**src/rtl/owb_pkg.sv**
```systemverilog
package owb_pkg;
  localparam int ADDR_DATA  = 0;
  localparam int ADDR_FLAGS = 1;
  localparam int ADDR_ENA   = 2;
  localparam int FLG_TBE    = 2;
  localparam int FLG_TSE    = 3;
  localparam int FLG_RBF    = 4;
  localparam int FLG_RSR    = 5;
endpackage

```
**src/rtl/owb_slot_shifter.sv**
```systemverilog
module owb_slot_shifter #(
  parameter int DATA_W = 8
) (
  input  logic              clk,
  input  logic              rst,
  input  logic              load,
  input  logic [DATA_W-1:0] load_data,
  input  logic              slot_ack,
  input  logic              slot_sample,
  output logic              busy,
  output logic              slot_bit,
  output logic              done,
  output logic [DATA_W-1:0] rx_byte
);
  localparam int CNT_W = (DATA_W > 1) ? $clog2(DATA_W) : 1;
  localparam logic [CNT_W-1:0] LAST = CNT_W'(DATA_W - 1);

  logic              busy_q;
  logic [CNT_W-1:0]  cnt_q;
  logic [DATA_W-1:0] tx_sh_q;
  logic [DATA_W-1:0] rx_sh_q;

  assign busy     = busy_q;
  assign slot_bit = tx_sh_q[0];
  assign rx_byte  = {slot_sample, rx_sh_q[DATA_W-1:1]};
  assign done     = busy_q && slot_ack && (cnt_q == LAST);

  always_ff @(posedge clk) begin
    if (rst) begin
      busy_q  <= 1'b0;
      cnt_q   <= '0;
      tx_sh_q <= '0;
      rx_sh_q <= '0;
    end else if (!busy_q) begin
      if (load) begin
        busy_q  <= 1'b1;
        cnt_q   <= '0;
        tx_sh_q <= load_data;
      end
    end else if (slot_ack) begin
      tx_sh_q <= {1'b0, tx_sh_q[DATA_W-1:1]};
      rx_sh_q <= rx_byte;
      cnt_q   <= cnt_q + 1'b1;
      if (cnt_q == LAST) busy_q <= 1'b0;
    end
  end
endmodule

```
**src/rtl/owb_irq_unit.sv**
```systemverilog
module owb_irq_unit #(
  parameter int DATA_W = 8
) (
  input  logic              clk,
  input  logic              rst,
  input  logic              en_we,
  input  logic [DATA_W-1:0] en_wdata,
  input  logic [DATA_W-1:0] flags,
  output logic [DATA_W-1:0] en_mask,
  output logic              irq
);
  logic [DATA_W-1:0] en_q;

  always_ff @(posedge clk) begin
    if (rst)        en_q <= '0;
    else if (en_we) en_q <= en_wdata;
  end

  assign en_mask = en_q;
  assign irq     = |(flags & en_q);
endmodule

```
**src/rtl/owb_byte_engine.sv**
```systemverilog
module owb_byte_engine
  import owb_pkg::*;
#(
  parameter int DATA_W = 8,
  parameter int ADDR_W = 2
) (
  input  logic              clk,
  input  logic              rst,
  input  logic              bus_wr,
  input  logic              bus_rd,
  input  logic [ADDR_W-1:0] bus_addr,
  input  logic [DATA_W-1:0] bus_wdata,
  output logic [DATA_W-1:0] bus_rdata,
  output logic              irq,
  output logic              slot_req,
  output logic              slot_bit,
  input  logic              slot_ack,
  input  logic              slot_sample
);
  localparam logic [ADDR_W-1:0] A_DATA  = ADDR_W'(ADDR_DATA);
  localparam logic [ADDR_W-1:0] A_FLAGS = ADDR_W'(ADDR_FLAGS);
  localparam logic [ADDR_W-1:0] A_ENA   = ADDR_W'(ADDR_ENA);

  logic              wr_data, rd_data, wr_ena;
  logic [DATA_W-1:0] hold_q, rx_data_q, rdata_q;
  logic              hold_full_q, tse_q, rbf_q;
  logic              busy, done, load;
  logic [DATA_W-1:0] rx_byte, en_mask, flags;

  assign wr_data = bus_wr && (bus_addr == A_DATA);
  assign wr_ena  = bus_wr && (bus_addr == A_ENA);
  assign rd_data = bus_rd && (bus_addr == A_DATA);
  assign load    = hold_full_q && !busy;

  always_comb begin
    flags          = '0;
    flags[FLG_TBE] = !hold_full_q;
    flags[FLG_TSE] = tse_q;
    flags[FLG_RBF] = rbf_q;
    flags[FLG_RSR] = !busy;
  end

  owb_slot_shifter #(.DATA_W(DATA_W)) u_shift (
    .clk        (clk),
    .rst        (rst),
    .load       (load),
    .load_data  (hold_q),
    .slot_ack   (slot_ack),
    .slot_sample(slot_sample),
    .busy       (busy),
    .slot_bit   (slot_bit),
    .done       (done),
    .rx_byte    (rx_byte)
  );

  owb_irq_unit #(.DATA_W(DATA_W)) u_irq (
    .clk     (clk),
    .rst     (rst),
    .en_we   (wr_ena),
    .en_wdata(bus_wdata),
    .flags   (flags),
    .en_mask (en_mask),
    .irq     (irq)
  );

  assign slot_req = busy;

  always_ff @(posedge clk) begin
    if (rst) begin
      hold_q      <= '0;
      hold_full_q <= 1'b0;
      tse_q       <= 1'b1;
      rbf_q       <= 1'b0;
      rx_data_q   <= '0;
    end else begin
      if (wr_data) begin
        hold_q      <= bus_wdata;
        hold_full_q <= 1'b1;
      end else if (load) begin
        hold_full_q <= 1'b0;
      end
      if (wr_data)   tse_q <= 1'b0;
      else if (done) tse_q <= !hold_full_q;
      if (done) begin
        rx_data_q <= rx_byte;
        rbf_q     <= 1'b1;
      end else if (rd_data) begin
        rbf_q <= 1'b0;
      end
    end
  end

  always_ff @(posedge clk) begin
    if (rst) rdata_q <= '0;
    else if (bus_rd) begin
      case (bus_addr)
        A_DATA:  rdata_q <= rx_data_q;
        A_FLAGS: rdata_q <= flags;
        A_ENA:   rdata_q <= en_mask;
        default: rdata_q <= '0;
      endcase
    end
  end

  assign bus_rdata = rdata_q;
endmodule

```
**config.mk**
```make
export PLATFORM = sky130hd
export DESIGN_NAME = owb_byte_engine
export DESIGN_NICKNAME = d
export VERILOG_FILES = /design/src/rtl/owb_pkg.sv /design/src/rtl/owb_slot_shifter.sv /design/src/rtl/owb_irq_unit.sv /design/src/rtl/owb_byte_engine.sv
export SDC_FILE = /design/constraint.sdc
export NUM_CORES = 1
export LEC_CHECK = 0
export ABC_AREA = 1
export BUFFER_PORTS_ARGS = -buffer_cell sky130_fd_sc_hd__buf_2
export CAP_MARGIN = 20
export CELL_PAD_IN_SITES_DETAIL_PLACEMENT = 1
export CELL_PAD_IN_SITES_GLOBAL_PLACEMENT = 1
export CORE_UTILIZATION = 40
export CTS_CLUSTER_DIAMETER = 100
export CTS_CLUSTER_SIZE = 14
export DETAILED_ROUTE_END_ITERATION = 7
export HOLD_SLACK_MARGIN = 0.12
export PLACE_DENSITY_LB_ADDON = 0.1
export RECOVER_POWER = 100
export SKIP_CTS_REPAIR_TIMING = 1
export SYNTH_ARGS = -nofsm -noshare
export SYNTH_HDL_FRONTEND = slang
export SYNTH_HIERARCHICAL = 1
export SYNTH_SLANG_ARGS = --single-unit
```
**constraint.sdc**
```tcl
create_clock -name clk -period 1.9 [get_ports clk]
set_input_delay 0.19 -clock clk [delete_from_list [all_inputs] [get_ports clk]]
set_output_delay 0.19 -clock clk [all_outputs]
set_load 0.03 [all_outputs]
```
==> results.md <==
- The flow ran to the end, and the final reports show no timing, DRC or antenna violations.
- The worst supply voltage drop on vdd is 0.372 mV.
- The worst path uses 82.7% of the clock period.
- In this run the number of H-tree levels came out at 2.
- After technology mapping, the gate count stands at 334.
- The placed cell count is about 430.
- The instance area after placement is roughly 2600 um^2.
- For this run, the register share of the synthesized area comes to between 40% and 50%.
- Once the floorplan was initialized, standard cells occupied 42.6% of the core.
- The slew of the pin with the lowest slew margin is 0.644 ns.
- The number of max-slew violations in the final report is 0.
- Setup slack closes at 0.328 ns.
- In the final routed layout, each cell accounts on average for 13.3 um.
- At the end of routability-driven placement, the weighted congestion stood at approximately 0.78.
- By startpoint and endpoint, the worst setup path is classified as reg2reg.
- The clock latency at the later pin of the worst-skew pair is roughly 0.31 ns.
- Relative to the synthesized area, the layout overhead comes to 9.01%.
- The number of remaining DRC errors is 0.
- Wires add up to approximately 5.8 mm.
- The placeable core region is 5640 um^2.
- The clock passes through at most 2 buffers.
- The critical path data arrival time is 1.82 ns.
- The number of global-route vias before repair came to 2150.
- The global-route wire length before repair is 10.0 mm.
- The number of nets with antenna violations after detailed routing is 0.
- The kind of path behind the tightest hold check is in2reg.
- Measured along the y axis, the die boundary spans between 70 and 80 um.
- Synthesis inferred 54 register bits.
- The pin count of the biggest net entering global routing is 22.
- Setup repair after global routing left no endpoint under its margin.
- The fraction of layout cells with a size suffix above 1 is 10.7%.
- The initial antenna violation count is 0.
- Across all register-to-register paths, the minimum setup slack is around 0.33 ns.
- The fill cell instance count of the final layout is ~760.
- Setup violations remaining at the end of the flow were counted as 0.
- TritonCTS built the clock tree.
- The average instance in the mapped netlist occupies a little over 7 um^2.
- The cell area that synthesis handed to floorplanning was 2400 um^2.
- Max-cap violations in this run came to 0.
- The number of search-and-repair iterations in the first detailed-routing pass is 4.
- Dividing total power by cell area gives a power density of 786 nW/um^2.
- The antenna diode count is 0.
- The worst setup path is captured at a flop.
- The number of CTS-inserted buffers is 5.
- The total congestion overflow after global routing is 0.
- In the final design database the tool counted about 380 nets.
- The wire-length estimate of the detail-placed layout is 4.32 mm.
- The unique cell type count in the Yosys netlist is 24.
- Excluding fillers, the count of instances in the completed layout stands at 438.
- Clock-pin slew was measured on the worst setup and hold paths at 0.10 ns.
- The final hold violation count is 0.
- The die covers 6320 um^2.
- The static leakage is 1.20 nW.
- Derived from the worst setup path, the maximum achievable clock frequency is 636 MHz.
- The design draws roughly 2.1 mW.
- The final critical delay including setup and external delays is around 1.6 ns.
- The starting DRC count in detailed routing is between 50 and 60.
- The worst slack after detailed placement is 0.364 ns.
- The CTS sink count is 54.
- The overall die width is 79.5 um.
- The count of vias placed by the detailed router is roughly 2.1k.
- The number of I/O pins is 27.
- Along the worst path, the maximum fanout reaches 19.
- The overall routing resource usage is 20.7%.
- Summed over all failing endpoints, the final setup total negative slack is 0 ns.
- The Yosys step of the flow raised 6 warnings.
- In this run the tool buffered the top-level ports with 26 buffer cells.
- The number of rows in the core area is 27.
- The summed area of non-filler cells in the final layout is ~2600 um^2.
- The largest clock skew in the final design is 0.0124 ns.
- The clock root buffer master is sky130_fd_sc_hd__clkbuf_8.
- STA classifies the critical path startpoint as a flop.
- In this run the tightest slew margin relative to its limit is ~57%.
- For the worst setup path, the data required time is 2.15 ns.
- Dividing the detail-routed via count by the number of cells gives 4.87.
==> worst max-delay path, stage by stage, from the launching register on <==
cell	delay, ns
sky130_fd_sc_hd__dfxtp_1	0.38
sky130_fd_sc_hd__nand2_4	0.19
sky130_fd_sc_hd__inv_1	0.21
sky130_fd_sc_hd__nor2_1	0.52
sky130_fd_sc_hd__nor2_1	0.09
sky130_fd_sc_hd__nor2_1	0.12
==> Yosys cell counts (all sizes together) <==
master	instances	area (um^2)
a21oi	17	119
buf	9	72.6
clkbuf	3	12.5
clkinv	1	3.75
conb	1	3.75
dfxtp	54	1080
ha	2	25.0
inv	27	116
nand2	88	345
nand3	30	150
nor2	73	328
nor3	1	5.00
o21ai	28	140
==> cell families after synthesis <==
group / after synthesis / share of synthesized area, %
AND/OR/NAND/NOR: 192 / 34.5
other: 1 / 0.156
buffers and inverters: 40 / 8.54
adder cells (fa/ha/maj): 2 / 1.04
flip-flops: 54 / 45.0
AO/OA/AOI/OAI: 45 / 10.8
==> power breakdown <==
group / switching [mW] / total, mW / internal (mW)
clock: 0.386 / 0.680 / 0.294
combinational: 0.130 / 0.193 / 0.0625
sequential: 0.0220 / 1.19 / 1.16
==> state kept, by name, summed over array words and instances (netlist names) <==
register	cells
bus_rdata	8
hold_q	8
rx_data_q	8
u_irq/en_mask	8
u_shift/tx_sh_q	8
u_shift/rx_sh_q	7
u_shift/cnt_q	3
hold_full_q	1
rbf_q	1
tse_q	1
u_shift/busy	1
==> metal layers <==
layer	vias up	GRT usage, %	wire [um]
li1	1109	-	-
met1	1003	25.8	2830
met2	20	35.2	2860
met3	2	5.14	113
met4	0	5.64	17
met5	-	0	0
==> per-stage QoR <==
stage,hold slack [ns],utilization (%)
after global placement,0.446,45.7
after detailed placement,0.448,45.7
final,0.120,46.4
after floorplan,0.252,-
after global routing,0.122,46.4
after CTS,0.104,47.4
==> placed cells by master (no fill, tap or decap) <==
cell | synthesis | final
sky130_fd_sc_hd__a21oi_1 | 8 | 13
sky130_fd_sc_hd__a21oi_2 | 9 | 4
sky130_fd_sc_hd__buf_2 | 4 | 14
sky130_fd_sc_hd__buf_4 | 1 | 3
sky130_fd_sc_hd__clkbuf_1 | 2 | 13
sky130_fd_sc_hd__clkbuf_8 | 0 | 6
sky130_fd_sc_hd__clkinv_1 | 1 | 1
sky130_fd_sc_hd__clkinv_2 | 0 | 1
sky130_fd_sc_hd__clkinvlp_2 | 0 | 1
sky130_fd_sc_hd__clkinvlp_4 | 0 | 1
sky130_fd_sc_hd__conb_1 | 1 | 4
sky130_fd_sc_hd__dfxtp_1 | 54 | 54
sky130_fd_sc_hd__dlygate4sd3_1 | 0 | 3
sky130_fd_sc_hd__ha_1 | 2 | 2
sky130_fd_sc_hd__inv_1 | 20 | 22
sky130_fd_sc_hd__inv_2 | 3 | 1
sky130_fd_sc_hd__inv_4 | 2 | 1
sky130_fd_sc_hd__inv_6 | 2 | 2
sky130_fd_sc_hd__nand2_1 | 86 | 86
sky130_fd_sc_hd__nand2_4 | 2 | 2
sky130_fd_sc_hd__nand3_1 | 30 | 30
sky130_fd_sc_hd__nor2_1 | 65 | 70
sky130_fd_sc_hd__nor2_2 | 3 | 3
sky130_fd_sc_hd__nor3_1 | 1 | 1
sky130_fd_sc_hd__o21ai_0 | 28 | 28
==> final timing paths <==
kind                                    from                 end  cells after the start
worst max-delay path            u_shift/busy  u_shift/tx_sh_q[6]                      5
worst min-delay path            bus_wdata[5]           hold_q[5]                      3
worst max register to register  u_shift/busy  u_shift/tx_sh_q[6]                      5
worst min register to register  bus_rdata[5]        bus_rdata[5]                      2
==> cell type report <==
type | count | area (um^2) | share of cell area (%)
Timing Repair Buffer | 33 | 171 | 6.55
Multi-Input combinational cell | 243 | 1060 | 40.6
Clock inverter | 2 | 12.5 | 0.478
Sequential cell | 54 | 1080 | 41.3
Clock buffer | 6 | 82.6 | 3.15
Tap cell | 72 | 90.1 | 3.44
Inverter | 28 | 119 | 4.54
Power figures use the tool's default switching activity.
